### src/rtl/cold_reset_seq.sv
module cold_reset_seq #(
  parameter int MS_CYCLES = 50000,
  parameter int STABLE_MS = 1,
  parameter int LEAD_MS   = 1,
  parameter int HOLD_MS   = 1
) (
  input  logic clk,
  input  logic arst_n,
  input  logic pwr_stable,
  output logic pwrok,
  output logic rst_drive_low,
  input  logic rst_line_in,
  output logic reset_done
);
  localparam int STABLE_CYC = STABLE_MS * MS_CYCLES;
  localparam int LEAD_CYC   = LEAD_MS * MS_CYCLES;
  localparam int HOLD_CYC   = HOLD_MS * MS_CYCLES;
  localparam int MAX_A      = (STABLE_CYC > LEAD_CYC) ? STABLE_CYC : LEAD_CYC;
  localparam int MAX_CYC    = (MAX_A > HOLD_CYC) ? MAX_A : HOLD_CYC;
  localparam int CNT_W      = $clog2(MAX_CYC + 1);

  typedef enum logic [2:0] {
    IDLE, WAIT_STABLE, PRE_PWROK, HOLD_RESET, RELEASE, RUN
  } state_t;

  state_t           state, timed_next;
  logic [CNT_W-1:0] cnt, limit_m1;
  logic             line_q, done_q;

  always_comb begin
    timed_next = state;
    limit_m1   = '0;
    case (state)
      WAIT_STABLE: begin timed_next = PRE_PWROK;  limit_m1 = CNT_W'(STABLE_CYC - 1); end
      PRE_PWROK:   begin timed_next = HOLD_RESET; limit_m1 = CNT_W'(LEAD_CYC - 1);   end
      HOLD_RESET:  begin timed_next = RELEASE;    limit_m1 = CNT_W'(HOLD_CYC - 1);   end
      default:     ;
    endcase
  end

  always_ff @(posedge clk or negedge arst_n) begin
    if (!arst_n) begin
      state  <= IDLE;
      cnt    <= '0;
      line_q <= 1'b0;
      done_q <= 1'b0;
    end else begin
      line_q <= rst_line_in;
      done_q <= 1'b0;
      if (!pwr_stable) begin
        state <= IDLE;
        cnt   <= '0;
      end else begin
        case (state)
          IDLE: begin
            state <= WAIT_STABLE;
            cnt   <= '0;
          end
          WAIT_STABLE, PRE_PWROK, HOLD_RESET: begin
            if (cnt == limit_m1) begin
              state <= timed_next;
              cnt   <= '0;
            end else begin
              cnt <= cnt + 1'b1;
            end
          end
          RELEASE: begin
            if (line_q) begin
              state  <= RUN;
              done_q <= 1'b1;
            end
          end
          default: ;
        endcase
      end
    end
  end

  assign pwrok         = (state == HOLD_RESET) || (state == RELEASE) || (state == RUN);
  assign rst_drive_low = (state == IDLE) || (state == WAIT_STABLE) ||
                         (state == PRE_PWROK) || (state == HOLD_RESET);
  assign reset_done    = done_q;
endmodule

### config.mk
export PLATFORM = sky130hd
export DESIGN_NAME = cold_reset_seq
export DESIGN_NICKNAME = d
export VERILOG_FILES = /design/src/rtl/cold_reset_seq.sv
export SDC_FILE = /design/constraint.sdc
export NUM_CORES = 1
export LEC_CHECK = 0
export ABC_AREA = 1
export ABC_CLOCK_PERIOD_IN_PS = 1800
export BUFFER_PORTS_ARGS = -buffer_cell sky130_fd_sc_hd__clkbuf_2
export CAP_MARGIN = 30
export CELL_PAD_IN_SITES_DETAIL_PLACEMENT = 1
export CELL_PAD_IN_SITES_GLOBAL_PLACEMENT = 1
export CORE_MARGIN = 5
export CORE_UTILIZATION = 44
export CTS_CLUSTER_SIZE = 28
export DETAILED_ROUTE_END_ITERATION = 7
export GPL_TIMING_DRIVEN = 0
export MAX_ROUTING_LAYER = met4
export PLACE_DENSITY = 0.88
export REMOVE_ABC_BUFFERS = 1
export SYNTH_ARGS = -nofsm -noshare
export SYNTH_HDL_FRONTEND = slang
export SYNTH_SLANG_ARGS = --single-unit
### constraint.sdc
create_clock -name clk -period 1.8 [get_ports clk]
set_clock_uncertainty 0.2 [all_clocks]
set_input_delay 0.09 -clock clk [delete_from_list [all_inputs] [get_ports clk]]
set_output_delay 0.09 -clock clk [all_outputs]
set_load 0.005 [all_outputs]
=== After elaboration in Yosys (flattened, before gate mapping) ===
Cells that the tools add are included.

* Register bits after elaboration: 21
* Word-level logic and storage cells: 36
* Input port bits: 4
* Output and inout port bits: 3

* $add $sub $neg: 1
* Reductions and logical operators: 8
* Mux-type cells: 12
* Equal/unequal tests: 11

{| class="wikitable"
|+ Operators by type and width
! cell !! number
|-
| 16-bit 2-to-1 mux || 3
|-
| 16-bit case mux with 2 select lines || 1
|-
| 3-bit case mux with 3 select lines || 2
|-
| 16-bit by 1-bit adder with 16-bit output, second input constant || 1
|-
| 16-bit equality test || 1
|-
| 3-bit 2-to-1 mux || 3
|-
| 3-bit by 2-bit equality test with 1-bit output, second input constant || 2
|-
| 3-bit equality test, second input constant || 2
|-
| 3-bit by 2-bit != test with 1-bit output, second input constant || 2
|-
| 1-bit logical OR || 5
|-
| 5-bit by 2-bit != test with 1-bit output, second input constant || 1
|-
| 4-bit by 2-bit != test with 1-bit output, second input constant || 1
|-
| 4-bit AND reduction || 1
|-
| 3-bit by 1-bit equality test with 1-bit output, second input constant || 1
|-
| 3-bit zero test || 1
|-
| 1-bit 2-to-1 mux || 3
|-
| 3-bit != test, second input constant || 1
|-
| 3-bit OR reduction || 1
|}

=== Depth between registers and ports, before layout ===
Gate-level depths: netlist of run 1.

* Word-level depth: 7
* Depth in mapped cells: 9
* Depth with buffers taken out: 9

=== Worst setup path before layout of run 1 ===
OpenSTA, ideal clock, no wires.

* Path kind: flip-flop to flip-flop
* From: register cnt[1]
* To: register cnt[10]
* Library setup time: 0.123 ns
* Path buffers: 0
* Path slack: 0.364 ns
* Clock period less this slack: 1.436 ns
* Data arrival time: 1.113 ns
* Cell stages (with the launch flop): 7
* Required time: 1.477 ns
* Cells stage by stage: dfrtp_1 ha_1 nand4_1 nor2_2 nand2_1 nor3b_1 nor2_1

* Cells in the longest elaborated chain, start to end: 4
* Elaborated cells on any way between the ends: 5
* Classes of those cells: add/sub: 1; eq/ne: 1; mux: 3

{| class="wikitable"
|+ Ends and longest elaborated chain
! element !! line !! source
|-
| start, declared || 27 || <nowiki>logic [CNT_W-1:0] cnt, limit_m1;</nowiki>
|-
| start signal, assigned || 64 || <nowiki>cnt <= cnt + 1'b1;</nowiki>
|-
| 16-bit by 1-bit adder with 16-bit output / 16-bit equality test (equally long branches) || 64, 60 ||
|-
| 16-bit 2-to-1 mux * || 60 || <nowiki>if (cnt == limit_m1) begin</nowiki>
|-
| 16-bit case mux with 2 select lines * || 54 || <nowiki>case (state)</nowiki>
|-
| 16-bit 2-to-1 mux * || 50 || <nowiki>if (!pwr_stable) begin</nowiki>
|}

Every way passes the cells marked *; elsewhere a longest branch is shown, timed or not.
A chain may end at the register's enable or synchronous reset.

=== Worst setup path in the final report of run 1 ===
* From: register cnt[0]
* To: register cnt[10]

The elaborated chain is that of the path after synthesis.

==> implementation parameters, run 1 <==
Parameter                              Value

Detailed routing
  Antenna-violating nets left    0
  Via/cell ratio    5.54
  Pre-antenna DRT Iters    4
  DRC violations left    0
  Avg WL per Cell    15.0 um
  Detailed Route Iter0 Violations    32
  Via count    1213
  Detailed Route WL    ~3300 um

Clock network
  Number of clock sinks seen by CTS    21
  Buffer levels on the longest clock path    2
  Clock Root Buffer    clkbuf_4
  CTS tree    done
  Worst-Skew Late Latency    roughly 310 ps
  H-tree levels    1
  CTS buffer count    3
  Reg clk slew, reported paths    130 ps

Pwr
  Peak VDD IR    554 uV
  Gate power share    0.352
  Final total power    1240 uW
  Flop pwr share    0.459
  Static Leakage    0.000649 uW
  Internal power consumption    747 uW
  Switch share    0.399
  Switching Power    between 400 and 500 uW
  Clock network power share    0.189
  Total power per unit cell area    873 nW/um2

Setup path
  Critical Path Sink Type    register
  Crit path required time    1800 ps
  CP max FO    3
  Crit Path Class    register to register
  Flop-to-flop setup slack    ~110 ps
  Reg2reg path depth    6
  Arrival time worst endpoint    1690 ps
  Critical Path Source Type    register

Layout
  Register area    about 530 um2
  Area growth, synth to finish    12.0%
  Final cell count without fillers    219
  Ant diodes    0
  Final core utilization    0.516
  Proportion of layout cells with a drive suffix above 1    0.191
  Multi-input gate area in the final layout    between 600 and 700 um2
  Number of nets in the layout    194
  Fillers    361

Timing
  Max Fclk    591 MHz
  Fraction of the cycle the final worst path needs    0.940
  Worst rel slew slack    0.635
  Final Hold Viols    0
  Final Hold Slack    74.6 ps
  Time the worst path needs with I/O delays and setup    approximately 1700 ps
  Number of slew-limit violations in the final report    0
  Number of setup violations in the final report    0
  Slack of the critical path    109 ps
  Slew at the pin closest to its max-slew limit    548 ps

Global routing
  Initial antenna violation count    0
  Via count of the first global-routing pass    1266
  Wire length of the first global-routing pass    between 5000 and 6000 um
  Total global routing track utilization    0.182
  Largest net degree at the start of global routing    22
  Overall overflow remaining after global route    0

Logic synthesis
  Avg Inst Size Synth    about 7.4 um2
  Largest cells by area after synthesis    dfrtp_1 (41%), nand2_1 (10%), nor2_1 (8.0%), inv_1 (6.5%), nand3_1 (5.5%)
  Synthesis Warnings    0
  Sequential share of the synthesized area    0.414
  Top cell type's share of synthesized area    0.414
  Syn Std Cell Area    1270 um2
  Synthesis-stage register bit count    21
  Count of different cell masters after synthesis    27
  Number of instances in the synthesized netlist    between 150 and 200
  Synth area leader    dfrtp_1

Placed design
  Weighted congestion reported at the end of routability-driven placement    0.859
  Post-DP HPWL    between 2000 and 2500 um
  Number of buffers added on ports    6
  Cell count after placement    207
  Pre-CTS setup slack    137 ps

Die
  Die Span X    63.7 um
  Top-level I/O count    7
  Die span in y    approximately 64 um
  Die Footprint    between 4000 and 5000 um2
  Row count    19
  Area of the core    2760 um2
  Effective utilization at floorplan    0.461

Worst hold path
  Worst min-delay path class    primary input to asynchronous set/reset pin

Outcome
  Status    complete, no violations

Flow run
  Max-cap violation count    0
what timing repair did:
item,in CTS,in global routing
hold endpoints to repair,23,0
setup endpoints to repair,0,5
buffers inserted,0,5
hold buffers,3,0
resized for setup,0,0
per-stage QoR:
| step | instance area [um2] | setup TNS [ps] |
|---|---|---|
| floorplan | 1260 | 0 |
| detailed placement | 1330 | 0 |
| CTS | 1390 | 0 |
| global placement | 1330 | 0 |
| global route | 1420 | -4.80 |
| finish | 1420 | 0 |
final cells by class:
cell class / instances / share of cell area
flip-flops and latches: 21 / 0.369
clock inverters: 1 / 0.00352
well taps: 31 / 0.0273
clock buffers: 3 / 0.0158
repair buffers: 14 / 0.0686
multi-input cells: 124 / 0.444
inverters: 25 / 0.0712
power groups by stage:
stage	clock (uW)	combinational [uW]	sequential, uW
floorplan	0	278	570
finish	235	438	570
detailed placement	0	388	581
global placement	0	367	577
global route	277	494	578
CTS	244	394	571
cells by family after synthesis:
logic type / Yosys count / share of synthesized area
xor+xnor: 3 / 0.0207
fa+ha+maj: 1 / 0.00985
buf+inv: 26 / 0.0887
simple gates: 104 / 0.395
compound gates: 16 / 0.0719
flops: 21 / 0.414
synth_stat cells:
| master | count |
|---|---|
| nor3_1 | 3 |
| a31o_2 | 1 |
| or2_2 | 1 |
| o21ai_0 | 7 |
| nand2_1 | 35 |
| dfrtp_1 | 21 |
| a21oi_2 | 2 |
| inv_4 | 1 |
| nor2_1 | 27 |
| inv_1 | 22 |
| xor2_1 | 1 |
| nand2_4 | 2 |
| buf_6 | 1 |
| inv_2 | 1 |
| o21ai_1 | 2 |
| nand2_2 | 2 |
| xnor2_1 | 2 |
| ha_1 | 1 |
| inv_6 | 1 |
| nand3_2 | 2 |
| nand4_1 | 9 |
| nor3_2 | 1 |
| nor2_2 | 6 |
| nor3b_1 | 1 |
| nor2_4 | 1 |
| a21oi_1 | 4 |
| nand3_1 | 14 |
placed cells by master (no fill, tap or decap), types with 2 or more instances in the layout:
cell type      synthesis  layout
clkbuf_2               0       6
dlygate4sd3_1          0       3
buf_4                  0       5
nor3_1                 3       3
nand3_2                2       2
inv_1                 22      22
clkbuf_4               0       3
o21ai_0                7       7
nand2_1               35      35
a21oi_1                4       4
nand2_2                2       2
nand2_4                2       2
dfrtp_1               21      21
nor2_1                27      27
nand3_1               14      14
o21ai_1                2       2
nand4_1                9       9
xnor2_1                2       2
nor2_2                 6       6
a21oi_2                2       2
state kept, by name, summed over array words and instances, names as in the netlist:
signal and flops:
cnt 16, state 3, line_q 1, reset_done 1
worst max-delay path, cell delays in order (launching register included):
cell	delay [ps]
dfrtp_1	420
ha_1	220
nand4_1	170
nor2_2	180
nand2_1	110
nor3b_1	200
nor2_1	70
per-layer routing:
| metal | GRT usage | vias to the layer above | wire [um] |
|---|---|---|---|
| met2 | 0.327 | 23 | 1750 |
| met1 | 0.208 | 597 | 1430 |
| met5 | - | - | 0 |
| met4 | 0.0494 | 0 | 30 |
| li1 | - | 587 | - |
| met3 | 0.0284 | 6 | 79 |
worst paths after layout:
path / to / start
setup / recovery: cnt[10] / cnt[0]
min in group clk: line_q / rst_line_in
hold / removal: cnt[3] / arst_n
max in group asynchronous: cnt[13] / arst_n
hold reg to reg: reset_done / line_q
setup reg to reg: cnt[10] / cnt[0]
Note: power is estimated with default switching activity, not from simulation.
==> run 2, diff against run 1 <==
Settings changed: BUFFER_PORTS_ARGS -buffer_cell sky130_fd_sc_hd__clkbuf_2 to default, CELL_PAD_IN_SITES_DETAIL_PLACEMENT 1 to 2, CELL_PAD_IN_SITES_GLOBAL_PLACEMENT 1 to 2, CORE_UTILIZATION 44 to 36, DONT_BUFFER_PORTS from default to 1, PLACE_DENSITY 0.88 to 0.87.
==> run 2 against run 1 <==
Register-to-register slack got worse by 150 ps. The run now ends with negative setup slack left. Total power rose by 1.8%. Cell area rose by 0.18%. First-iteration DRC count up 22%. Largest power group unchanged. Critical path type unchanged. Critical endpoint is now state[0]. Hold slack gained 18 ps. Clock power grew 9.8%.
==> implementation parameters, run 2 (synthesized netlist as in run 1, its figures left out) <==
Parameter                              Value

Outcome
  Status    finished with violations (was complete, no violations)
  Failing checks    negative setup slack

Clock network
  Buffer levels on the longest clock path    2 (unchanged)
  CTS buffer count    3 (unchanged)
  CTS tree    done (unchanged)
  Worst-Skew Late Latency    340 ps (was 310 ps)
  Number of clock sinks seen by CTS    21 (unchanged)
  H-tree levels    1 (unchanged)
  Reg clk slew, reported paths    160 ps (was 130 ps)
  Clock Root Buffer    clkbuf_4 (unchanged)

Timing
  Fraction of the cycle the final worst path needs    1.03 (was 0.940)
  Number of slew-limit violations in the final report    0 (unchanged)
  Max Fclk    542 MHz (was 591 MHz)
  Final setup TNS    -77.4 ps (was 0 ps)
  Slew at the pin closest to its max-slew limit    548 ps (about the same)
  Slack of the critical path    -45.8 ps (was 109 ps)
  Final Hold Viols    0 (unchanged)
  Time the worst path needs with I/O delays and setup    1850 ps (was 1690 ps)
  Worst rel slew slack    0.634 (was 0.635)
  Number of setup violations in the final report    2 (was 0)

Global routing
  Overall overflow remaining after global route    0 (unchanged)
  Initial antenna violation count    0 (unchanged)
  Via count of the first global-routing pass    1286 (was 1266)
  Largest net degree at the start of global routing    22 (unchanged)
  Total global routing track utilization    0.160 (was 0.182)
  Wire length of the first global-routing pass    6060 um (was 5720 um)

Layout
  Proportion of layout cells with a drive suffix above 1    0.170 (was 0.191)
  Top library cells by usage in the layout, fill and taps aside    nand2_1 (35), nor2_1 (26), inv_1 (22) (was nand2_1 (35), nor2_1 (27), inv_1 (22))
  Fillers    415 (was 361)
  Number of nets in the layout    188 (was 194)
  Leading registers by flop count    cnt: 16 flops, state: 3 flops (unchanged)
  Commonest non-fill, non-tap cell in the layout    nand2_1 (unchanged)
  Area growth, synth to finish    12.2% (was 12.0%)
  Cell area after layout    1430 um2 (was 1420 um2)
  Most flops, register    cnt (unchanged)
  Ant diodes    0 (unchanged)
  Number of flip-flops under the largest register name    16 (unchanged)

Detailed routing
  DRC violations left    0 (unchanged)
  Pre-antenna DRT Iters    4 (unchanged)
  Via/cell ratio    5.30 (was 5.54)
  Via count    1209 (was 1213)
  Detailed Route Iter0 Violations    39 (was 32)
  Antenna-violating nets left    0 (unchanged)
  Detailed Route WL    4130 um (was 3290 um)
  Avg WL per Cell    18.1 um (was 15.0 um)

Setup path
  Worst reg2reg startpoint    state[0] (was cnt[0])
  Endpoint of the lowest-slack register-to-register path    state[0] (was cnt[10])
  CP max FO    5 (was 3)
  Reg2reg path depth    5 (was 6)
  Crit Path Class    register to register (unchanged)
  Crit path required time    1860 ps (was 1800 ps)
  Critical Path Sink Type    register (unchanged)
  Critical Path Source Type    register (unchanged)
  Arrival time worst endpoint    1900 ps (was 1690 ps)
  Flop-to-flop setup slack    -50 ps (was 110 ps)

Pwr
  Static Leakage    0.000622 uW (was 0.000649 uW)
  Switching Power    539 uW (was 495 uW)
  Switch share    0.426 (was 0.399)
  Gate power share    0.335 (was 0.352)
  Peak VDD IR    367 uV (was 554 uV)
  Internal power consumption    726 uW (was 747 uW)
  Total power per unit cell area    888 nW/um2 (was 873 nW/um2)
  Flop pwr share    0.461 (was 0.459)
  Clock network power share    0.204 (was 0.189)

Die
  Area of the core    3360 um2 (was 2760 um2)
  Die span in y    69.4 um (was 63.7 um)
  Die Span X    69.4 um (was 63.7 um)
  Die Footprint    4820 um2 (was 4060 um2)
  Effective utilization at floorplan    0.378 (was 0.461)
  Top-level I/O count    7 (unchanged)
  Row count    21 (was 19)

Worst hold path
  Worst min-delay path endpoint    line_q
  Worst min-delay path class    primary input to register (was primary input to asynchronous set/reset pin)
  Worst hold path cell count    1
  Launch point of the worst hold path    rst_line_in

Placed design
  Number of buffers added on ports    0 (was 6)
  Placed cell areas    1320 um2 (was 1330 um2)
  Post-DP HPWL    2760 um (was 2320 um)
  Weighted congestion reported at the end of routability-driven placement    0.882 (was 0.859)

Flow run
  Max-cap violation count    0 (unchanged)
[run 2: cell types whose count changed in the layout (fill, tap and decap cells not counted), sizes merged]
cell / change
dlygate4sd3: +1
buf: -1
clkbuf: -6
[run 2: how the worst max path moves through the flow]
stage / start / endpoint / slack, ps / depth (start not counted)
after CTS: cnt[1] / cnt[10] / 30 / 7
final: state[0] / state[0] / -50 / 5
after global routing: state[0] / state[0] / -180 / 5
after floorplan: state[2] / cnt[15] / 330 / 8
after detailed placement: cnt[1] / cnt[10] / 30 / 7
after global placement: state[2] / cnt[15] / 140 / 8
[run 2: through the flow]
stage | utilization | std cells | hold slack [ps] | worst slack (ps) | power, uW
global placement | 0.391 | 216 | -405 | 140 | 923
finish | 0.424 | 228 | 92.2 | -45.8 | 1260
floorplan | - | 170 | -406 | 326 | 847
detailed placement | 0.391 | 216 | -405 | 33.3 | 953
global route | 0.424 | 228 | 93.6 | -176 | 1350
CTS | 0.408 | 223 | 107 | 26.3 | 1220
[run 2: repair_timing]
action                                  in CTS  in global routing
hold buffers                                 3                  1
resized for setup                            0                  2
endpoints found under the setup margin       0                  3
endpoints found under the hold margin       37                  6
setup buffers                                0                  3
[run 2: cell type report]
| type | count | area, um2 | share of cell area |
|---|---|---|---|
| Multi-Input combinational cell | 124 | 634 | 0.445 |
| Sequential cell | 21 | 527 | 0.370 |
| Inverter | 25 | 101 | 0.0711 |
| Timing Repair Buffer | 8 | 77.6 | 0.0544 |
| Tap cell | 46 | 57.6 | 0.0404 |
| Clock buffer | 3 | 22.5 | 0.0158 |
| Clock inverter | 1 | 5.00 | 0.00351 |
[run 2: power groups by stage]
stage          Clock (uW)  Sequential (uW)  Combinational [uW]
6_report              258              583                 424
5_1_grt               279              589                 477
4_1_cts               254              577                 385
3_5_place_dp            0              585                 368
3_3_place_gp            0              580                 343
2_1_floorplan           0              570                 278
[run 2: critical path, cell delays in order, from the launching register on]
cell and delay, ps:
dfrtp_1 440, nor2_1 370, nand4_1 360, nand3_1 260
nand2_1 90, nand2_1 70
[run 2: layer usage]
layer,share of wire,global-route usage,up-vias,wire [um]
met5,0,-,-,0
met4,0.032,0.0499,0,131
met3,0.021,0.0203,10,88
met2,0.52,0.265,23,2150
met1,0.43,0.204,603,1760
li1,-,-,573,-
==> run 3, diff against run 2 <==
Settings changed: SETUP_SLACK_MARGIN from default to 0.4.
==> run 3 against run 2 <==
The run now ends clean. Register-to-register slack better by 110 ps. Core utilization up 10 points. Global-route usage up 4.1 points. Flip-flop and latch count unchanged. Fmax up 6.6%. First-iteration DRC count up 51%. Clock power about the same. Routed wire length up 35%. Non-clock buffer count up 18. Critical endpoint is now cnt[10].
==> implementation parameters, run 3 (synthesized netlist as in run 1, its figures left out) <==
Parameter                              Value

Timing
  Worst rel slew slack    0.734 (was 0.634)
  Final Hold Viols    0 (unchanged)
  Fraction of the cycle the final worst path needs    0.962 (was 1.03)
  Number of setup violations in the final report    0 (was 2)
  Number of slew-limit violations in the final report    0 (unchanged)
  Slack of the critical path    68.1 ps (was -45.8 ps)
  Time the worst path needs with I/O delays and setup    1730 ps (was 1850 ps)
  Max Fclk    577 MHz (was 542 MHz)
  Slew at the pin closest to its max-slew limit    397 ps (was 548 ps)
  Final setup TNS    0 ps (was -77.4 ps)
  Setup repair after global routing missed its margin    yes
  Final Hold Slack    112 ps (was 92.2 ps)

Layout
  Leading registers by flop count    cnt: 16 flops, state: 3 flops (unchanged)
  Ant diodes    0 (unchanged)
  Most flops, register    cnt (unchanged)
  Number of nets in the layout    206 (was 188)
  Number of flip-flops under the largest register name    16 (unchanged)
  Area growth, synth to finish    39.7% (was 12.2%)
  Top library cells by usage in the layout, fill and taps aside    nand2_1 (26), inv_1 (19), dfrtp_1 (18) (was nand2_1 (35), nor2_1 (26), inv_1 (22))
  Commonest non-fill, non-tap cell in the layout    nand2_1 (unchanged)
  Proportion of layout cells with a drive suffix above 1    0.425 (was 0.170)

Die
  Die Footprint    4820 um2 (unchanged)
  Effective utilization at floorplan    0.378 (unchanged)
  Row count    21 (unchanged)
  Die span in y    69.4 um (unchanged)
  Top-level I/O count    7 (unchanged)
  Die Span X    69.4 um (unchanged)
  Area of the core    3360 um2 (unchanged)

Pwr
  Final total power    1560 uW (was 1260 uW)
  Switch share    0.450 (was 0.426)
  Peak VDD IR    376 uV (was 367 uV)
  Total power per unit cell area    877 nW/um2 (was 888 nW/um2)
  Switching Power    700 uW (was 539 uW)
  Clock network power share    0.165 (was 0.204)
  Internal power consumption    856 uW (was 726 uW)
  Flop pwr share    0.382 (was 0.461)
  Static Leakage    0.000761 uW (was 0.000622 uW)
  Gate power share    0.453 (was 0.335)

Clock network
  Worst-Skew Late Latency    330 ps (was 340 ps)
  CTS tree    done (unchanged)
  Buffer levels on the longest clock path    2 (unchanged)
  H-tree levels    1 (unchanged)
  CTS buffer count    3 (unchanged)
  Reg clk slew, reported paths    140 ps (was 160 ps)
  Clock Root Buffer    clkbuf_4 (unchanged)
  Number of clock sinks seen by CTS    21 (unchanged)

Setup path
  CP max FO    4 (was 5)
  Slowest stage cell, crit path    dfrtp_1 (unchanged)
  Critical Path Source Type    register (unchanged)
  Critical Path Sink Type    register (unchanged)
  Arrival time worst endpoint    1760 ps (was 1900 ps)
  Crit Path Class    register to register (unchanged)
  Ordered list of cells on the worst path    nand2_2 -> inv_1 -> nand2_1 -> nor2_4 -> nand2_2 -> nor3b_2 -> nor2_1 (was nor2_1 -> nand4_1 -> nand3_1 -> nand2_1 -> nand2_1)
  Crit path required time    1830 ps (was 1860 ps)
  Cell repeated most along the worst path    nand2_2 (was nand2_1)
  Total buffers and inverters traversed by the critical path    1 (was 0)
  Dominant delay contributor by cell family on the critical path    simple AND/OR/NAND/NOR gates (unchanged)
  Slowest cell delay on critical path    490 ps (was 440 ps)

Detailed routing
  Detailed Route Iter0 Violations    59 (was 39)
  Antenna-violating nets left    0 (unchanged)
  DRC violations left    0 (unchanged)
  Detailed Route WL    5560 um (was 4130 um)
  Via/cell ratio    5.34 (was 5.30)
  Avg WL per Cell    22.6 um (was 18.1 um)
  Pre-antenna DRT Iters    4 (unchanged)
  Via count    1313 (was 1209)

Placed design
  Number of buffers added on ports    0 (unchanged)
  Post-DP HPWL    2760 um (unchanged)
  Pre-CTS setup slack    33.3 ps (unchanged)
  Weighted congestion reported at the end of routability-driven placement    0.882 (unchanged)

Global routing
  Total global routing track utilization    0.201 (was 0.160)
  M1 GR Usage    0.242 (was 0.204)
  Overall overflow remaining after global route    0 (unchanged)
  Met2 layer usage reported by global route    0.340 (was 0.265)
  Met3 Use GR    0.0333 (was 0.0203)
  Via count of the first global-routing pass    1418 (was 1286)
  Largest net degree at the start of global routing    22 (unchanged)
  Busiest metal layer after global routing    met2 (unchanged)
  Wire length of the first global-routing pass    7380 um (was 6060 um)
  Initial antenna violation count    0 (unchanged)

Outcome
  Status    complete, no violations (was finished with violations)

Worst hold path
  Worst min-delay path class    primary input to register (unchanged)

Flow run
  Max-cap violation count    0 (unchanged)
run 3: final cells by class:
type                            count  area (um2)
Tap cell                           46        57.6
Sequential cell                    21         529
Fill cell                         373        1590
Clock buffer                        3        22.5
Timing Repair Buffer               26         240
Clock inverter                      1        5.00
Inverter                           25         116
Multi-Input combinational cell    124         803
run 3: metrics by stage:
stage | instance area (um2) | cells | utilization
2_1_floorplan | 1260 | 170 | -
3_3_place_gp | 1320 | 216 | 0.391
3_5_place_dp | 1320 | 216 | 0.391
4_1_cts | 1550 | 237 | 0.461
5_1_grt | 1770 | 246 | 0.528
6_report | 1770 | 246 | 0.528
run 3: metal layers:
layer | vias to the layer above | share of wire
met4 | 0 | 0.031
met5 | - | 0
met1 | 663 | 0.44
li1 | 607 | -
met2 | 25 | 0.51
met3 | 18 | 0.019
run 3: worst paths after layout:
check                      cells past startpoint  slack (ps)    endpoint   startpoint
setup / recovery                               7          70     cnt[10]       cnt[5]
hold / removal                                 1         110      line_q  rst_line_in
setup reg to reg                               7          70     cnt[10]       cnt[5]
hold reg to reg                                2         340  reset_done       line_q
max in group asynchronous                      3         520    state[2]       arst_n
min in group asynchronous                      2         450      cnt[3]       arst_n
run 3: worst reg2reg max path: stages (launching register included):
cell,delay (ps)
dfrtp_1,490
nand2_2,170
inv_1,150
nand2_1,110
nor2_4,170
nand2_2,90
nor3b_2,170
nor2_1,70
run 3: repair_timing:
item                       CTS  global route
hold endpoints to repair    36             4
resized for setup           26            37
setup buffers               14             7
hold buffers                 3             1
setup endpoints to repair   20            20
pin swaps                    9            12
run 3: power by group through the flow:
stage | sequential (uW) | clock (uW) | combinational (uW)
2_1_floorplan | 570 | 0 | 278
3_3_place_gp | 580 | 0 | 343
3_5_place_dp | 585 | 0 | 368
4_1_cts | 577 | 254 | 515
5_1_grt | 597 | 287 | 758
6_report | 594 | 257 | 705
